===== src/rtl/hexp_pkg.sv =====
package hexp_pkg;
  localparam int CHAR_W = 8;
  localparam int BYTE_W = 8;
  localparam int NIB_W  = BYTE_W / 2;
  localparam int OFF_W  = 2 * BYTE_W;

  localparam logic [CHAR_W-1:0] CH_MARK = 8'h3A;
  localparam logic [CHAR_W-1:0] CH_CR   = 8'h0D;
  localparam logic [CHAR_W-1:0] CH_LF   = 8'h0A;

  localparam logic [BYTE_W-1:0] TYPE_DATA = 8'h00;
  localparam logic [BYTE_W-1:0] TYPE_EOF  = 8'h01;

  typedef enum logic [1:0] {PS_HUNT, PS_BODY, PS_DONE} pstate_e;
  typedef enum logic [2:0] {FLD_LEN, FLD_OFH, FLD_OFL, FLD_TYP, FLD_DAT, FLD_SUM} field_e;
endpackage


===== src/rtl/hexp_char_class.sv =====
module hexp_char_class
  import hexp_pkg::*;
(
  input  logic [CHAR_W-1:0] ch,
  output logic              is_hex,
  output logic [NIB_W-1:0]  nib,
  output logic              is_mark,
  output logic              is_eol
);
  always_comb begin
    is_hex = 1'b1;
    nib    = '0;
    if (ch >= 8'h30 && ch <= 8'h39) begin
      nib = ch[NIB_W-1:0];
    end else if ((ch >= 8'h41 && ch <= 8'h46) || (ch >= 8'h61 && ch <= 8'h66)) begin
      nib = ch[NIB_W-1:0] + NIB_W'(9);
    end else begin
      is_hex = 1'b0;
    end
  end

  assign is_mark = (ch == CH_MARK);
  assign is_eol  = (ch == CH_CR) || (ch == CH_LF);
endmodule


===== src/rtl/hexp_nibble_pair.sv =====
module hexp_nibble_pair
  import hexp_pkg::*;
(
  input  logic              clk,
  input  logic              rst,
  input  logic              clear,
  input  logic              nib_valid,
  input  logic [NIB_W-1:0]  nib,
  output logic              byte_valid,
  output logic [BYTE_W-1:0] byte_val
);
  logic             phase;
  logic [NIB_W-1:0] hi_q;

  always_ff @(posedge clk) begin
    if (rst || clear) begin
      phase <= 1'b0;
      hi_q  <= '0;
    end else if (nib_valid) begin
      phase <= ~phase;
      if (!phase) hi_q <= nib;
    end
  end

  assign byte_valid = nib_valid && phase;
  assign byte_val   = {hi_q, nib};
endmodule


===== src/rtl/hexp_record_fsm.sv =====
module hexp_record_fsm
  import hexp_pkg::*;
(
  input  logic              clk,
  input  logic              rst,
  input  logic              in_valid,
  input  logic              is_hex,
  input  logic              is_mark,
  input  logic              is_eol,
  input  logic              byte_valid,
  input  logic [BYTE_W-1:0] byte_val,
  output logic              in_body,
  output logic              out_valid,
  output logic [BYTE_W-1:0] out_byte,
  output logic [OFF_W-1:0]  out_offset,
  output logic              err_csum,
  output logic              err_format,
  output logic              done
);
  pstate_e           pstate;
  field_e            field;
  logic [BYTE_W-1:0] remain;
  logic [BYTE_W-1:0] rtype;
  logic [BYTE_W-1:0] sum_q;
  logic [OFF_W-1:0]  off_q;
  logic [BYTE_W-1:0] sum_n;

  assign sum_n   = sum_q + byte_val;
  assign in_body = (pstate == PS_BODY);

  always_ff @(posedge clk) begin
    if (rst) begin
      pstate     <= PS_HUNT;
      field      <= FLD_LEN;
      remain     <= '0;
      rtype      <= '0;
      sum_q      <= '0;
      off_q      <= '0;
      out_valid  <= 1'b0;
      out_byte   <= '0;
      out_offset <= '0;
      err_csum   <= 1'b0;
      err_format <= 1'b0;
      done       <= 1'b0;
    end else begin
      out_valid  <= 1'b0;
      err_csum   <= 1'b0;
      err_format <= 1'b0;
      unique case (pstate)
        PS_HUNT: begin
          if (in_valid) begin
            if (is_mark) begin
              pstate <= PS_BODY;
              field  <= FLD_LEN;
              sum_q  <= '0;
            end else if (!is_eol) begin
              err_format <= 1'b1;
            end
          end
        end
        PS_BODY: begin
          if (in_valid && !is_hex) begin
            err_format <= 1'b1;
            pstate     <= PS_HUNT;
          end else if (byte_valid) begin
            sum_q <= sum_n;
            unique case (field)
              FLD_LEN: begin
                remain <= byte_val;
                field  <= FLD_OFH;
              end
              FLD_OFH: begin
                off_q[OFF_W-1:BYTE_W] <= byte_val;
                field <= FLD_OFL;
              end
              FLD_OFL: begin
                off_q[BYTE_W-1:0] <= byte_val;
                field <= FLD_TYP;
              end
              FLD_TYP: begin
                rtype <= byte_val;
                field <= (remain == '0) ? FLD_SUM : FLD_DAT;
              end
              FLD_DAT: begin
                if (rtype == TYPE_DATA) begin
                  out_valid  <= 1'b1;
                  out_byte   <= byte_val;
                  out_offset <= off_q;
                end
                off_q  <= off_q + OFF_W'(1);
                remain <= remain - BYTE_W'(1);
                if (remain == BYTE_W'(1)) field <= FLD_SUM;
              end
              FLD_SUM: begin
                pstate <= PS_HUNT;
                if (sum_n != '0) begin
                  err_csum <= 1'b1;
                end else if (rtype == TYPE_EOF) begin
                  pstate <= PS_DONE;
                  done   <= 1'b1;
                end
              end
              default: field <= FLD_LEN;
            endcase
          end
        end
        PS_DONE: begin
          done <= 1'b1;
        end
        default: pstate <= PS_HUNT;
      endcase
    end
  end
endmodule


===== src/rtl/hex_record_parser.sv =====
module hex_record_parser
  import hexp_pkg::*;
(
  input  logic              clk,
  input  logic              rst,
  input  logic              in_valid,
  input  logic [CHAR_W-1:0] in_char,
  output logic              out_valid,
  output logic [BYTE_W-1:0] out_byte,
  output logic [OFF_W-1:0]  out_offset,
  output logic              err_csum,
  output logic              err_format,
  output logic              done
);
  logic              is_hex;
  logic              is_mark;
  logic              is_eol;
  logic [NIB_W-1:0]  nib;
  logic              in_body;
  logic              byte_valid;
  logic [BYTE_W-1:0] byte_val;

  hexp_char_class u_class (
    .ch      (in_char),
    .is_hex  (is_hex),
    .nib     (nib),
    .is_mark (is_mark),
    .is_eol  (is_eol)
  );

  hexp_nibble_pair u_pair (
    .clk        (clk),
    .rst        (rst),
    .clear      (!in_body),
    .nib_valid  (in_valid && is_hex && in_body),
    .nib        (nib),
    .byte_valid (byte_valid),
    .byte_val   (byte_val)
  );

  hexp_record_fsm u_fsm (
    .clk        (clk),
    .rst        (rst),
    .in_valid   (in_valid),
    .is_hex     (is_hex),
    .is_mark    (is_mark),
    .is_eol     (is_eol),
    .byte_valid (byte_valid),
    .byte_val   (byte_val),
    .in_body    (in_body),
    .out_valid  (out_valid),
    .out_byte   (out_byte),
    .out_offset (out_offset),
    .err_csum   (err_csum),
    .err_format (err_format),
    .done       (done)
  );
endmodule


===== config.mk =====
export PLATFORM = sky130hd
export DESIGN_NAME = hex_record_parser
export DESIGN_NICKNAME = d
export VERILOG_FILES = /design/src/rtl/hexp_pkg.sv /design/src/rtl/hexp_char_class.sv /design/src/rtl/hexp_nibble_pair.sv /design/src/rtl/hexp_record_fsm.sv /design/src/rtl/hex_record_parser.sv
export SDC_FILE = /design/constraint.sdc
export NUM_CORES = 1
export LEC_CHECK = 0
export BUFFER_PORTS_ARGS = -buffer_cell sky130_fd_sc_hd__clkbuf_2
export CAP_MARGIN = 10
export CORE_MARGIN = 2
export CORE_UTILIZATION = 30
export DETAILED_ROUTE_END_ITERATION = 8
export SYNTH_ARGS = -nofsm -noshare
export SYNTH_HDL_FRONTEND = slang
export SYNTH_SLANG_ARGS = --single-unit

===== constraint.sdc =====
create_clock -name clk -period 4.1 [get_ports clk]
set_input_delay 0 -clock clk [delete_from_list [all_inputs] [get_ports clk]]
set_output_delay 0 -clock clk [all_outputs]
set_load 0.1 [all_outputs]

==> impl_metrics.prom <==
# TYPE chip_impl_metric gauge
chip_impl_metric{name="num-nets-final",unit=""} 580
chip_impl_metric{name="vias",unit=""} 4110
chip_impl_metric{name="grt_pass1_vias",unit=""} 3954
chip_impl_metric{name="placed_cells_incl_taps",unit=""} 726
chip_impl_metric{name="grt_usage",unit="%"} 15.4
chip_impl_metric{name="slew_violations",unit=""} 0
chip_impl_metric{name="clk-insertion-delay-late",unit="ps"} 340
chip_impl_info{name="final_cell_mix",value="78 x sky130_fd_sc_hd__dfxtp_1, 67 x sky130_fd_sc_hd__nor2_1, 38 x sky130_fd_sc_hd__a21oi_1, 38 x sky130_fd_sc_hd__clkbuf_2"} 1
chip_impl_metric{name="timing.clock.skew",unit="ps"} 4.65
chip_impl_info{name="crit_path_end_kind",value="register"} 1
chip_impl_metric{name="die_height",unit="um"} 126
chip_impl_metric{name="routabilityCongestion",unit=""} 0.926
chip_impl_metric{name="initial_antenna_violation_count",unit=""} 0
chip_impl_metric{name="detail_route.wl_per_cell",unit="um"} 16.3
chip_impl_info{name="worst_r2r_startpoint",value="u_fsm.pstate[0]"} 1
chip_impl_metric{name="ys_ff_latch",unit=""} 78
chip_impl_metric{name="finalHoldViolations",unit=""} 0
chip_impl_metric{name="crit_fanout",unit=""} 6
chip_impl_info{name="mostFrequentLayoutCell",value="sky130_fd_sc_hd__dfxtp_1"} 1
chip_impl_info{name="path_class",value="in2reg"} 1
chip_impl_info{name="setup.worst_path.end",value="u_fsm.done"} 1
chip_impl_metric{name="drc",unit=""} 0
chip_impl_metric{name="syn_area_per_cell",unit="sq um"} 8.44
chip_impl_metric{name="drt-total-wl",unit="mm"} 12.1
chip_impl_metric{name="worst_slew_pin_slew",unit="ps"} 795
chip_impl_metric{name="synth.yosys.warnings",unit=""} 0
chip_impl_metric{name="setup_viol_count_final",unit=""} 0
chip_impl_info{name="crit_path_cell_trace",value="clkbuf_2 > inv_1 > ha_1 > or3b_1 > and3_1 > a31oi_1 > inv_1 > fa_1 > a211oi_1 > nor2_1 > o221ai_1 > a21oi_1 > a31o_2"} 1
chip_impl_metric{name="row_count",unit=""} 44
chip_impl_metric{name="stdcell_count",unit=""} 743
chip_impl_info{name="timing.critical_path.from_type",value="input pin"} 1
chip_impl_metric{name="power",unit="uW"} 1640
chip_impl_info{name="rsz_0062_raised_after_global_routing",value="false"} 1
chip_impl_metric{name="post_cts_buffers",unit=""} 0
chip_impl_metric{name="mappedNetlistNets",unit=""} 558
chip_impl_metric{name="cts_max_level",unit=""} 3
chip_impl_metric{name="post_synth_num_cell_types",unit=""} 75
chip_impl_metric{name="syn-instance-count",unit=""} 532
chip_impl_metric{name="final_layout_size_suffix_gt1_share",unit="%"} 15.0
chip_impl_metric{name="worst_setup_hold_path_clk_slew",unit="ps"} 60
chip_impl_metric{name="cts_num_sinks",unit=""} 78
chip_impl_metric{name="yosysSeqAreaShare",unit="%"} 34.8
chip_impl_metric{name="min_period_over_period",unit="%"} 78.5
chip_impl_info{name="worst_setup_path_startpoint",value="in_char[0]"} 1
chip_impl_metric{name="synthArstFlopShare",unit="%"} 0
chip_impl_metric{name="holdBufCountCts",unit=""} 1
chip_impl_metric{name="std_cell_core_area",unit="sq mm"} 0.0146
chip_impl_metric{name="diode_count",unit=""} 0
chip_impl_metric{name="grt-ovfl-total",unit=""} 0
chip_impl_metric{name="p_per_area",unit="mW/mm^2"} 320
chip_impl_metric{name="r2r.worst_path.cells",unit=""} 5
chip_impl_metric{name="critical_path_depth",unit=""} 13
chip_impl_metric{name="total_leakage_power",unit="uW"} 0.00177
chip_impl_metric{name="place.port_buffers",unit=""} 38
chip_impl_info{name="min-delay-path-class",value="in2reg"} 1
chip_impl_metric{name="drt_pass1_iterations",unit=""} 5
chip_impl_metric{name="timing.max_slew.rel_slack",unit="%"} 46.7
chip_impl_metric{name="max_clock_freq",unit="MHz"} 311
chip_impl_metric{name="initial_utilization",unit="%"} 30.8
chip_impl_metric{name="timing.reg2reg.setup_slack",unit="ps"} 1680
chip_impl_metric{name="cts_resized",unit=""} 0
chip_impl_metric{name="synth-edff-count",unit=""} 0
chip_impl_metric{name="fp.dieArea",unit="sq mm"} 0.0160
chip_impl_metric{name="max-vdd-ir-drop",unit="mV"} 0.202
chip_impl_metric{name="post-dp-hpwl",unit="mm"} 8.57
chip_impl_metric{name="viasPerCell",unit=""} 5.53
chip_impl_metric{name="clock_tree.buffer_depth",unit=""} 2
chip_impl_metric{name="tritoncts_buffers",unit=""} 9
chip_impl_metric{name="n_fill_cell",unit=""} 1478
chip_impl_info{name="cpLargestDelayFamily",value="compound AO/OA/AOI/OAI gates"} 1
chip_impl_metric{name="drt-initial-drc-count",unit=""} 256
chip_impl_metric{name="cp_data_arrival_time",unit="ps"} 3450
chip_impl_metric{name="worst-path-buf-inv",unit=""} 3
chip_impl_metric{name="die_width",unit="um"} 126
chip_impl_metric{name="syn_area",unit="sq mm"} 0.00449
chip_impl_metric{name="grt_start_max_net_pins",unit=""} 71
chip_impl_metric{name="antenna_left",unit=""} 0
chip_impl_metric{name="critical_path.max_stage_delay",unit="ps"} 490
chip_impl_info{name="cts_root_buffer",value="sky130_fd_sc_hd__clkbuf_16"} 1
chip_impl_metric{name="finalWorstPathRequiredPeriod",unit="ps"} 3220
chip_impl_metric{name="dpl_worst_slack",unit="ps"} 560
chip_impl_metric{name="required_time_worst_endpoint",unit="ps"} 4330
chip_impl_metric{name="flow.area_growth_from_synthesis",unit="%"} 14.4
chip_impl_info{name="tritoncts",value="done"} 1
chip_impl_info{name="result_of_the_run",value="finished, final reports clean"} 1
chip_impl_info{name="dominantRegCellSynth",value="sky130_fd_sc_hd__dfxtp_1"} 1
chip_impl_metric{name="post-route-worst-setup-slack",unit="ps"} 883
chip_impl_metric{name="io-pin-count",unit=""} 39
chip_impl_metric{name="max_cap_viol_count",unit=""} 0
chip_impl_info{name="critical-path-slowest-cell",value="sky130_fd_sc_hd__fa_1"} 1
chip_impl_metric{name="grt_first_pass_wirelength",unit="mm"} 20.0
chip_impl_info{name="path_common_cell",value="sky130_fd_sc_hd__inv_1"} 1
chip_impl_info{name="r2r_path_end",value="u_fsm.rtype[3]"} 1
chip_impl_metric{name="setup_total_negative_slack",unit="ps"} 0
==> cells in the mapped netlist (4+ instances only) <==
| master | number | share of area, % |
|---|---|---|
| sky130_fd_sc_hd__a211oi_1 | 17 | 2.8 |
| sky130_fd_sc_hd__a21oi_1 | 38 | 4.2 |
| sky130_fd_sc_hd__a31oi_1 | 9 | 1.3 |
| sky130_fd_sc_hd__and2_1 | 6 | 0.84 |
| sky130_fd_sc_hd__and3b_1 | 5 | 0.98 |
| sky130_fd_sc_hd__buf_2 | 8 | 0.89 |
| sky130_fd_sc_hd__clkbuf_1 | 23 | 1.9 |
| sky130_fd_sc_hd__dfxtp_1 | 78 | 35 |
| sky130_fd_sc_hd__ha_1 | 14 | 3.9 |
| sky130_fd_sc_hd__inv_1 | 9 | 0.75 |
| sky130_fd_sc_hd__mux2i_1 | 34 | 7.6 |
| sky130_fd_sc_hd__nand2_1 | 32 | 2.7 |
| sky130_fd_sc_hd__nand2b_1 | 16 | 2.2 |
| sky130_fd_sc_hd__nand3_1 | 21 | 2.3 |
| sky130_fd_sc_hd__nand4_1 | 4 | 0.56 |
| sky130_fd_sc_hd__nor2_1 | 67 | 5.6 |
| sky130_fd_sc_hd__nor2b_1 | 8 | 1.1 |
| sky130_fd_sc_hd__nor3_1 | 8 | 0.89 |
| sky130_fd_sc_hd__nor3b_1 | 5 | 0.84 |
| sky130_fd_sc_hd__nor4_1 | 7 | 0.98 |
| sky130_fd_sc_hd__o211ai_1 | 4 | 0.67 |
| sky130_fd_sc_hd__o21a_1 | 4 | 0.67 |
| sky130_fd_sc_hd__o21ai_0 | 34 | 3.8 |
| sky130_fd_sc_hd__o21ai_1 | 4 | 0.45 |
==> how the worst min path moves through the flow <==
stage / cells past startpoint / start / endpoint
after floorplan: 1 / in_valid / u_fsm.err_format
after global placement: 2 / rst / u_fsm.sum_q[5]
after detailed placement: 2 / rst / u_fsm.sum_q[5]
after CTS: 2 / in_valid / u_fsm.err_format
after global routing: 2 / in_valid / u_fsm.err_format
final: 2 / in_valid / u_fsm.err_format
==> through the flow <==
step | hold WS [ps] | util [%] | cell area (sq um)
2_1_floorplan | 172 | - | 4490
4_1_cts | 15.9 | 35.2 | 5130
6_report | 30.0 | 35.2 | 5130
3_3_place_gp | 340 | 33.0 | 4810
3_5_place_dp | 340 | 33.0 | 4810
5_1_grt | 30.8 | 35.2 | 5130
==> sequential cells by signal (all words and copies together) (netlist names) <==
name,flops
u_fsm.out_offset,16
u_fsm.remain,8
u_fsm.done,1
u_pair.hi_q,4
u_fsm.err_csum,1
u_fsm.pstate,2
u_fsm.sum_q,8
u_fsm.out_byte,8
u_fsm.rtype,8
u_pair.phase,1
u_fsm.off_q,16
u_fsm.err_format,1
u_fsm.field,3
u_fsm.out_valid,1
==> where the power goes <==
group          leakage [uW]  internal (uW)  switching, uW
registers          0.000628            758          0.217
clock network      0.000149            491            325
logic              0.000996           20.6           46.8
total               0.00177           1270            372
==> per-layer routing <==
| metal | part of all wire [%] | up-vias | routed length (um) | global-route usage [%] |
|---|---|---|---|---|
| li1 | - | 2008 | - | - |
| met1 | 47 | 1943 | 5650 | 20.0 |
| met2 | 46 | 137 | 5540 | 24.9 |
| met5 | 0 | - | 0 | 0 |
| met4 | 2.1 | 0 | 251 | 5.82 |
| met3 | 5.3 | 22 | 646 | 3.63 |
==> worst register-to-register path: cells and delay by family (launching register included) <==
| kind | cells | cell delay (ps) |
|---|---|---|
| DFF | 1 | 540 |
| and+or+nand+nor | 3 | 930 |
| AOI/OAI and AO/OA | 1 | 550 |
| muxes | 1 | 260 |
==> cell families (layout without fill, tap and decap cells) <==
logic type,count (synthesis),in the layout,share of synthesized area (%)
compound gates,154,154,23.8
xor+xnor,5,5,0.976
fa+ha+maj,15,15,4.35
buf+inv,43,70,4.24
flops,78,78,34.8
mux,34,34,7.58
simple gates,203,203,24.3
==> final cells by class <==
| class | instances | area (sq um) | area share (%) |
|---|---|---|---|
| repair buffers | 45 | 245 | 4.78 |
| multi-input cells | 411 | 2750 | 53.7 |
| inverters | 9 | 33.8 | 0.658 |
| well taps | 184 | 230 | 4.49 |
| clock inverters | 6 | 68.8 | 1.34 |
| flip-flops and latches | 78 | 1560 | 30.4 |
| clock buffers | 10 | 239 | 4.66 |
No activity file was read; power rests on OpenSTA's default activity.
